$ cat config.mk
export PLATFORM = sky130hd
export DESIGN_NAME = potport_top
export DESIGN_NICKNAME = d
export VERILOG_FILES = /design/src/rtl/potport_pkg.sv /design/src/rtl/potport_sync.sv /design/src/rtl/potport_seq.sv /design/src/rtl/potport_cnt.sv /design/src/rtl/potport_top.sv
export SDC_FILE = /design/constraint.sdc
export NUM_CORES = 1
export LEC_CHECK = 0
export ABC_AREA = 0
export BUFFER_PORTS_ARGS = -buffer_cell sky130_fd_sc_hd__buf_4
export CAP_MARGIN = 20
export CORE_UTILIZATION = 45
export CTS_BUF_LIST = sky130_fd_sc_hd__clkbuf_16
export DETAILED_ROUTE_END_ITERATION = 10
export GPL_TIMING_DRIVEN = 0
export HOLD_SLACK_MARGIN = 0.05
export PLACE_DENSITY = 0.7
export SYNTH_ARGS = -nofsm -noshare
export SYNTH_HDL_FRONTEND = slang
export SYNTH_SLANG_ARGS = --single-unit
$ cat constraint.sdc
create_clock -name clk -period 2.7 [get_ports clk]
set_input_delay 0.54 -clock clk [delete_from_list [all_inputs] [get_ports clk]]
set_output_delay 0.54 -clock clk [all_outputs]
set_load 0.03 [all_outputs]
$ cat src/rtl/potport_pkg.sv
`timescale 1ns/1ps
package potport_pkg;

    localparam int NUM_PINS   = 4;
    localparam int CTRL_W     = 16;
    localparam int START_BIT  = 0;
    localparam int PORT_LSB   = 8;

    typedef enum logic [1:0] {
        PH_IDLE  = 2'd0,
        PH_DUMP  = 2'd1,
        PH_COUNT = 2'd2
    } phase_e;

    typedef struct packed {
        logic oe;
        logic dat;
    } pin_ctl_t;

    typedef pin_ctl_t [NUM_PINS-1:0] port_ctl_t;

    // Pin i owns the bit pair {PORT_LSB+2i+1 (enable), PORT_LSB+2i (data)}.
    function automatic port_ctl_t decode_port(input logic [CTRL_W-1:0] w);
        port_ctl_t r;
        for (int i = 0; i < NUM_PINS; i++) begin
            r[i].oe  = w[PORT_LSB + 2*i + 1];
            r[i].dat = w[PORT_LSB + 2*i];
        end
        return r;
    endfunction

endpackage

$ cat src/rtl/potport_sync.sv
`timescale 1ns/1ps
module potport_sync #(
    parameter int W      = 4,
    parameter int STAGES = 2
) (
    input  logic         clk,
    input  logic         rst,
    input  logic [W-1:0] d,
    output logic [W-1:0] q
);
    logic [W-1:0] stage_q [STAGES];

    always_ff @(posedge clk) begin
        if (rst) begin
            for (int s = 0; s < STAGES; s++) stage_q[s] <= '0;
        end else begin
            stage_q[0] <= d;
            for (int s = 1; s < STAGES; s++) stage_q[s] <= stage_q[s-1];
        end
    end

    assign q = stage_q[STAGES-1];
endmodule

$ cat src/rtl/potport_seq.sv
`timescale 1ns/1ps
module potport_seq
    import potport_pkg::*;
#(
    parameter int DUMP_TICKS = 4
) (
    input  logic clk,
    input  logic rst,
    input  logic start,
    input  logic line_tick,
    output logic dump_o,
    output logic count_tick_o
);
    localparam int DW = $clog2(DUMP_TICKS + 1);

    phase_e        phase_q;
    logic [DW-1:0] dump_cnt_q;

    always_ff @(posedge clk) begin
        if (rst) begin
            phase_q    <= PH_IDLE;
            dump_cnt_q <= '0;
        end else if (start) begin
            phase_q    <= PH_DUMP;
            dump_cnt_q <= '0;
        end else if (phase_q == PH_DUMP && line_tick) begin
            if (dump_cnt_q == DW'(DUMP_TICKS - 1)) begin
                phase_q <= PH_COUNT;
            end else begin
                dump_cnt_q <= dump_cnt_q + 1'b1;
            end
        end
    end

    assign dump_o       = (phase_q == PH_DUMP);
    assign count_tick_o = (phase_q == PH_COUNT) && line_tick;

    // discharge and counting never overlap
    a_r4_dump_exclusive: assert property (@(posedge clk) disable iff (rst)
        dump_o |-> !count_tick_o);

    // discharge cannot end without a tick
    a_r4_dump_needs_tick: assert property (@(posedge clk) disable iff (rst)
        dump_o && !line_tick && !start |=> dump_o);

    // once counting, only a start leaves the phase
    a_r3_count_sticky: assert property (@(posedge clk) disable iff (rst)
        phase_q == PH_COUNT && !start |=> phase_q == PH_COUNT);
endmodule

$ cat src/rtl/potport_cnt.sv
`timescale 1ns/1ps
module potport_cnt #(
    parameter int CNT_W = 8
) (
    input  logic             clk,
    input  logic             rst,
    input  logic             clr,
    input  logic             tick,
    input  logic             stop,
    output logic [CNT_W-1:0] value
);
    localparam logic [CNT_W-1:0] FULL = '1;

    logic [CNT_W-1:0] cnt_q;
    logic             stopped_q;

    always_ff @(posedge clk) begin
        if (rst || clr) begin
            cnt_q     <= '0;
            stopped_q <= 1'b0;
        end else if (tick && !stopped_q) begin
            if (stop) begin
                stopped_q <= 1'b1;
            end else if (cnt_q != FULL) begin
                cnt_q <= cnt_q + 1'b1;
            end
        end
    end

    assign value = cnt_q;

    // at most one step per cycle, never backwards outside a clear
    a_r5_single_step: assert property (@(posedge clk) disable iff (rst)
        !clr |=> (cnt_q == $past(cnt_q)) || (cnt_q == $past(cnt_q) + 1'b1));

    // no tick, no change
    a_r5_needs_tick: assert property (@(posedge clk) disable iff (rst)
        !clr && !tick |=> $stable(cnt_q));

    // a stopped counter is frozen
    a_r6_frozen: assert property (@(posedge clk) disable iff (rst)
        stopped_q && !clr |=> $stable(cnt_q) && stopped_q);

    // full scale holds
    a_r7_no_wrap: assert property (@(posedge clk) disable iff (rst)
        cnt_q == FULL && !clr |=> cnt_q == FULL);
endmodule

$ cat src/rtl/potport_top.sv
`timescale 1ns/1ps
module potport_top
    import potport_pkg::*;
#(
    parameter int CNT_W       = 8,
    parameter int DUMP_TICKS  = 4,
    parameter int SYNC_STAGES = 2
) (
    input  logic                  clk,
    input  logic                  rst,
    input  logic                  line_tick,
    input  logic                  ctrl_we,
    input  logic [CTRL_W-1:0]     ctrl_wdata,
    input  logic [NUM_PINS-1:0]   pin_in,
    output logic [NUM_PINS-1:0]   pin_oe,
    output logic [NUM_PINS-1:0]   pin_out,
    output logic                  dump,
    output logic [2*CNT_W-1:0]    left_word,
    output logic [2*CNT_W-1:0]    right_word,
    output logic [NUM_PINS-1:0]   pin_levels
);
    localparam int WORD_W = 2 * CNT_W;

    port_ctl_t             port_q;
    logic                  start;
    logic                  count_tick;
    logic [NUM_PINS-1:0]   pin_sync;
    logic [NUM_PINS-1:0]   stop_req;
    logic [CNT_W-1:0]      cnt_val [NUM_PINS];

    assign start = ctrl_we && ctrl_wdata[START_BIT];

    always_ff @(posedge clk) begin
        if (rst) begin
            port_q <= '0;
        end else if (ctrl_we) begin
            port_q <= decode_port(ctrl_wdata);
        end
    end

    potport_sync #(.W(NUM_PINS), .STAGES(SYNC_STAGES)) u_sync (
        .clk (clk),
        .rst (rst),
        .d   (pin_in),
        .q   (pin_sync)
    );

    potport_seq #(.DUMP_TICKS(DUMP_TICKS)) u_seq (
        .clk          (clk),
        .rst          (rst),
        .start        (start),
        .line_tick    (line_tick),
        .dump_o       (dump),
        .count_tick_o (count_tick)
    );

    for (genvar i = 0; i < NUM_PINS; i++) begin : g_pin
        assign pin_oe[i]   = port_q[i].oe;
        assign pin_out[i]  = port_q[i].dat;
        assign stop_req[i] = pin_sync[i] && !port_q[i].oe;

        potport_cnt #(.CNT_W(CNT_W)) u_cnt (
            .clk   (clk),
            .rst   (rst),
            .clr   (start),
            .tick  (count_tick),
            .stop  (stop_req[i]),
            .value (cnt_val[i])
        );
    end

    assign left_word  = WORD_W'({cnt_val[1], cnt_val[0]});
    assign right_word = WORD_W'({cnt_val[3], cnt_val[2]});
    assign pin_levels = pin_sync;

    // start clears both words and begins discharge
    a_r3_start_clears: assert property (@(posedge clk) disable iff (rst)
        start |=> dump && left_word == '0 && right_word == '0);

    // reserved low bits never start a measurement
    a_r8_reserved_no_start: assert property (@(posedge clk) disable iff (rst)
        ctrl_we && !ctrl_wdata[START_BIT] && (ctrl_wdata[7:1] != '0) && !dump |=> !dump);

    // a plain write leaves the counters where they were
    a_r11_plain_write_keeps: assert property (@(posedge clk) disable iff (rst)
        ctrl_we && !ctrl_wdata[START_BIT] && !line_tick |=> $stable(left_word) && $stable(right_word));

    // port bits follow the write on the next cycle
    a_r8_port_update: assert property (@(posedge clk) disable iff (rst)
        ctrl_we |=> pin_oe == {$past(ctrl_wdata[15]), $past(ctrl_wdata[13]),
                               $past(ctrl_wdata[11]), $past(ctrl_wdata[9])});
endmodule

# Word level (Yosys, flattened, before mapping)
# Memory sizes are Yosys's and may differ from the RTL's.
# Index checks and enable logic that the tools add are counted.
# op_classes
n_addsub	5
eq_ne	7
mux	8
bitwise_logic	7
reduce_logical	34
# op_table
op	n
$add 8x1->8 const B	4
$ne 8x8->1 const B	4
$reduce_and 2->1	7
$reduce_and 3->1	4
$logic_and 1x1->1	11
$logic_not 1->1	8
$mux 4	2
$mux 1	6
$not 1->1	5
$reduce_bool 2->1	2
$add 3x1->3 const B	1
$eq 3x2->1 const B	1
$eq 2x1->1 const B	1
$eq 2x2->1 const B	1
$or 1x1->1	2
$reduce_or 2->1	1
$logic_or 1x1->1	1
# word_totals
ff_bits	49
ram_bits	8
input_bits	24
elab_cells	81
n_memories	1
# mem_list
name	depth	word_bits	read_ports	rd_ports_with_merged_regs	write_ports	line	source
u_sync.stage_q	2	4	2	0	2	potport_sync.sv:11	logic [W-1:0] stage_q [STAGES];

# Longest topological paths before layout
# depth
word_depth	4
mapped_depth	7

# Cells and area by module
# A second synthesis with hierarchy kept.
# hier_totals
cells_unflattened	255
area_unflattened_um2	2527.4
# modules_own_cells
module	n_inst	cells_each	area_each_um2	seq_area_each_um2
potport_cnt	4	44	421.7	180.2
potport_top	1	31	317.8	160.2
potport_seq	1	28	282.8	100.1
potport_sync	1	20	240.2	160.2

# Worst setup path before layout
# No wires, ideal clock.
# synth_path
kind	register -> register
startpoint	register g_pin[2].u_cnt.cnt_q[0]
endpoint	register g_pin[2].u_cnt.cnt_q[2]
setup_time_ns	0.116
arrival_time_ns	1.901
required_time_ns	2.584
setup_slack_ns	0.683
path_stages_with_launch	6
n_path_buf	0
synth_period_minus_slack_ns	2.017
path_cell_list	dfxtp_1 -> ha_1 -> and4_1 -> a2111oi_2 -> a21oi_1 -> a31o_2
# synth_between
elab_chain_len	2
word_cells_on_any_way	3
classes_between	add/sub: 1; eq/ne: 1; reduce/logical: 1
# synth_rtl
item	line	source
from (decl)	potport_cnt.sv:14	logic [CNT_W-1:0] cnt_q;
from (signal assigned)	potport_cnt.sv:25	cnt_q <= cnt_q + 1'b1;
branches (longest 2 deep; another with $add 8x1->8)	-	
# Several ways; the timed one is not identified.
# A chain may end at the register's enable or synchronous reset.

# Final worst setup path
# layout_path
startpoint	register g_pin[2].u_cnt.cnt_q[0]
endpoint	register g_pin[2].u_cnt.cnt_q[4]
# The elaborated chain is that of the path after synthesis.

==> results by group <==
Status
  • Outcome: complete, no violations

Global routing
  • Global route overflow: 0
  • Initial antenna violation count: 0
  • First-pass GRT wire length: 9480 um
  • Largest net degree at the start of global routing: 11
  • Vias in the first global route: 2097
  • Global-route usage over all layers: 20.0%

Routing
  • WL met2: 2590 um
  • DR top layer: met4
  • Wire length on met3: 364 um
  • Routed Antenna Nets: 0
  • DRC: 0
  • Total wire length: 5800 um
  • Vias: 2345
  • Vias/cell: 5.43
  • Drt wl/cell: 13.4 um
  • Wl on met1: 2760 um
  • First-pass iteration count of the detailed router: 4
  • Drt initial violations: 93

Clock tree
  • Clock insertion delay at the later pin of the skew report: 320 ps
  • # clock sinks: 57
  • Clock buffer depth: 2
  • Clock root cell: clkbuf_16
  • CTS clk-pin slew, worst paths: 50 ps
  • CTS tree: yes
  • CTS Buf Count: 9
  • CTS Hold Bufs: 0
  • PostCTS Resize Cnt: 0
  • H-tree level count: 3
  • Postcts setup bufs: 0

Worst setup path
  • CP Capture Type: register
  • Req. time, crit path: 2900 ps
  • CP Max Fanout: 7
  • Worst EP arrival: 2280 ps
  • Crit start category: register
  • Cell Chain, Critical Path: ha_1 -> and4_1 -> a2111oi_2 -> nand4_1 -> mux2i_1
  • Slowest stage delay, CP: 720 ps
  • Critical path's slowest cell: a2111oi_2
  • Crit path kind: register to register

Logic synthesis
  • Syn Area/Cell: 9.07 um2
  • EDFF count, synth: 0
  • Post-synth net total: 316
  • Synth warn: 0
  • Post-Syn Area: 2590 um2
  • Netlist cell types: 44
  • Post-Synthesis Cells: 286
  • Synth Flop Type: dfxtp_1
  • Async S/R FF share, synth: 0%
  • Synth Register Bits: 57
  • Fraction of the yosys area taken by sequential cells: 44.0%

Timing
  • Setup TNS: 0 ps
  • Slew @ Worst Pin: 900 ps
  • RSZ-0062 raised after global routing: no
  • Skew final: 5.87 ps
  • Fmax: 0.481 GHz
  • Max-slew headroom: 39.5%
  • Setup Viol. Count Final: 0
  • Minimum clock period: 2080 ps
  • Fin crit share: 76.9%
  • Final Hold Fails: 0
  • Slew Limit Fails: 0

Run
  • Max_cap viols: 0

Placement
  • Area post-placement: 3130 um2
  • Cells after DPL: 418
  • DP HPWL: 4150 um
  • Final Wtd Congestion: 0.774
  • # port buffers: 60

Cells and area
  • Share of cells above drive strength 1: 25.0%
  • Non-Filler Instances: 432
  • Most frequent cells in the layout: buf_4, dfxtp_1, nor2_1
  • Final core occ: 61.0%
  • Finished layout cell area: 3380 um2
  • Ant. Diodes: 0
  • Fillcell total: 503
  • Sequential Area: 1140 um2
  • Most common cell after layout, fill and taps aside: buf_4
  • Area of the multi-input gates: 1360 um2
  • Area growth syn-to-layout: 30.2%
  • Final nets: 387

Power
  • Leak pwr: 1.46 nW
  • Total chip power: 1.92 mW
  • Peak supply drop: 0.386 mV
  • Pwr dens: 568 nW/um2

Floorplan
  • Rows: 27
  • Die height: 77.9 um
  • Die width: 77.9 um
  • Total Die Area: 6070 um2
  • Initial Utilization: 46.8%
  • Top Ports: 69
  • Total core area: 5540 um2

Hold path
  • Worst hold path type: register to register
[cells in the mapped netlist (7+ instances only)]
library cell / number / share of area (%)
and3_1: 10 / 2.4
nor3_1: 9 / 1.7
nand4_1: 7 / 1.7
mux2i_1: 12 / 4.6
and4_1: 7 / 2.4
nand2_1: 21 / 3.0
o21ai_0: 10 / 1.9
nand3_1: 13 / 2.5
dfxtp_1: 57 / 44
a21oi_1: 23 / 4.4
nor2_1: 28 / 4.1
nor2b_1: 11 / 2.7
[worst max-delay path: cells and delay by family (launching register included)]
| family | cells | cell delay [ps] |
|---|---|---|
| compound gates | 1 | 720 |
| simple gates | 2 | 480 |
| flops | 1 | 340 |
| fa+ha+maj | 1 | 270 |
| mux | 1 | 160 |
[flip-flops by register name (all words and copies together), names as in the netlist]
name and count:
g_pin.u_cnt.value 32, u_sync.stage_q 8, g_pin.u_cnt.stopped_q 4, pin_oe 4, pin_out 4, u_seq.dump_cnt_q 3, u_seq.phase_q 2
[final timing paths]
path / from / to / slack (ps) / cells past startpoint
worst max-delay path: g_pin[2].u_cnt.value[0] / g_pin[2].u_cnt.value[4] / 620 / 5
worst min register to register: u_sync.stage_q[0][0] / u_sync.stage_q[0][4] / 430 / 1
worst max register to register: g_pin[2].u_cnt.value[0] / g_pin[2].u_cnt.value[4] / 620 / 5
worst min-delay path: u_sync.stage_q[0][0] / u_sync.stage_q[0][4] / 430 / 1
[through the flow]
stage | hold slack (ps) | setup slack, ps
after CTS | 430 | 625
after floorplan | 414 | 683
after global placement | 420 | 447
after global routing | 435 | 532
final | 430 | 623
after detailed placement | 424 | 434
[per-layer routing]
| layer | up-vias | global-route usage, % |
|---|---|---|
| li1 | 1205 | - |
| met2 | 63 | 31.9 |
| met1 | 1068 | 24.8 |
| met4 | 0 | 9.44 |
| met3 | 9 | 5.53 |
| met5 | - | 0 |
[layout make-up]
| cell class | instances | area share [%] |
|---|---|---|
| multi-input cells | 213 | 40.3 |
| flip-flops and latches | 57 | 33.8 |
| repair buffers | 60 | 13.3 |
| clock buffers | 9 | 6.67 |
| well taps | 72 | 2.67 |
| plain buffers | 13 | 2.41 |
| clock inverters | 5 | 0.556 |
| inverters | 3 | 0.333 |
[cell families (layout without fill, tap and decap cells)]
family                   count (synthesis)  in the layout  synth area share [%]
AND/OR/NAND/NOR                        138            138                  30.7
AO/OA/AOI/OAI                           55             55                  13.5
flip-flops                              57             57                  44.0
XOR/XNOR                                 2              2                 0.675
adder cells (fa/ha/maj)                  6              6                  2.89
multiplexers                            12             12                  4.63
buffers and inverters                   16             90                  3.57
[where the power goes]
part | switching (mW) | internal [mW]
logic | 0.0681 | 0.0523
registers | 0.00838 | 0.859
clock network | 0.342 | 0.590
total | 0.419 | 1.50
Power figures use the tool's default switching activity.
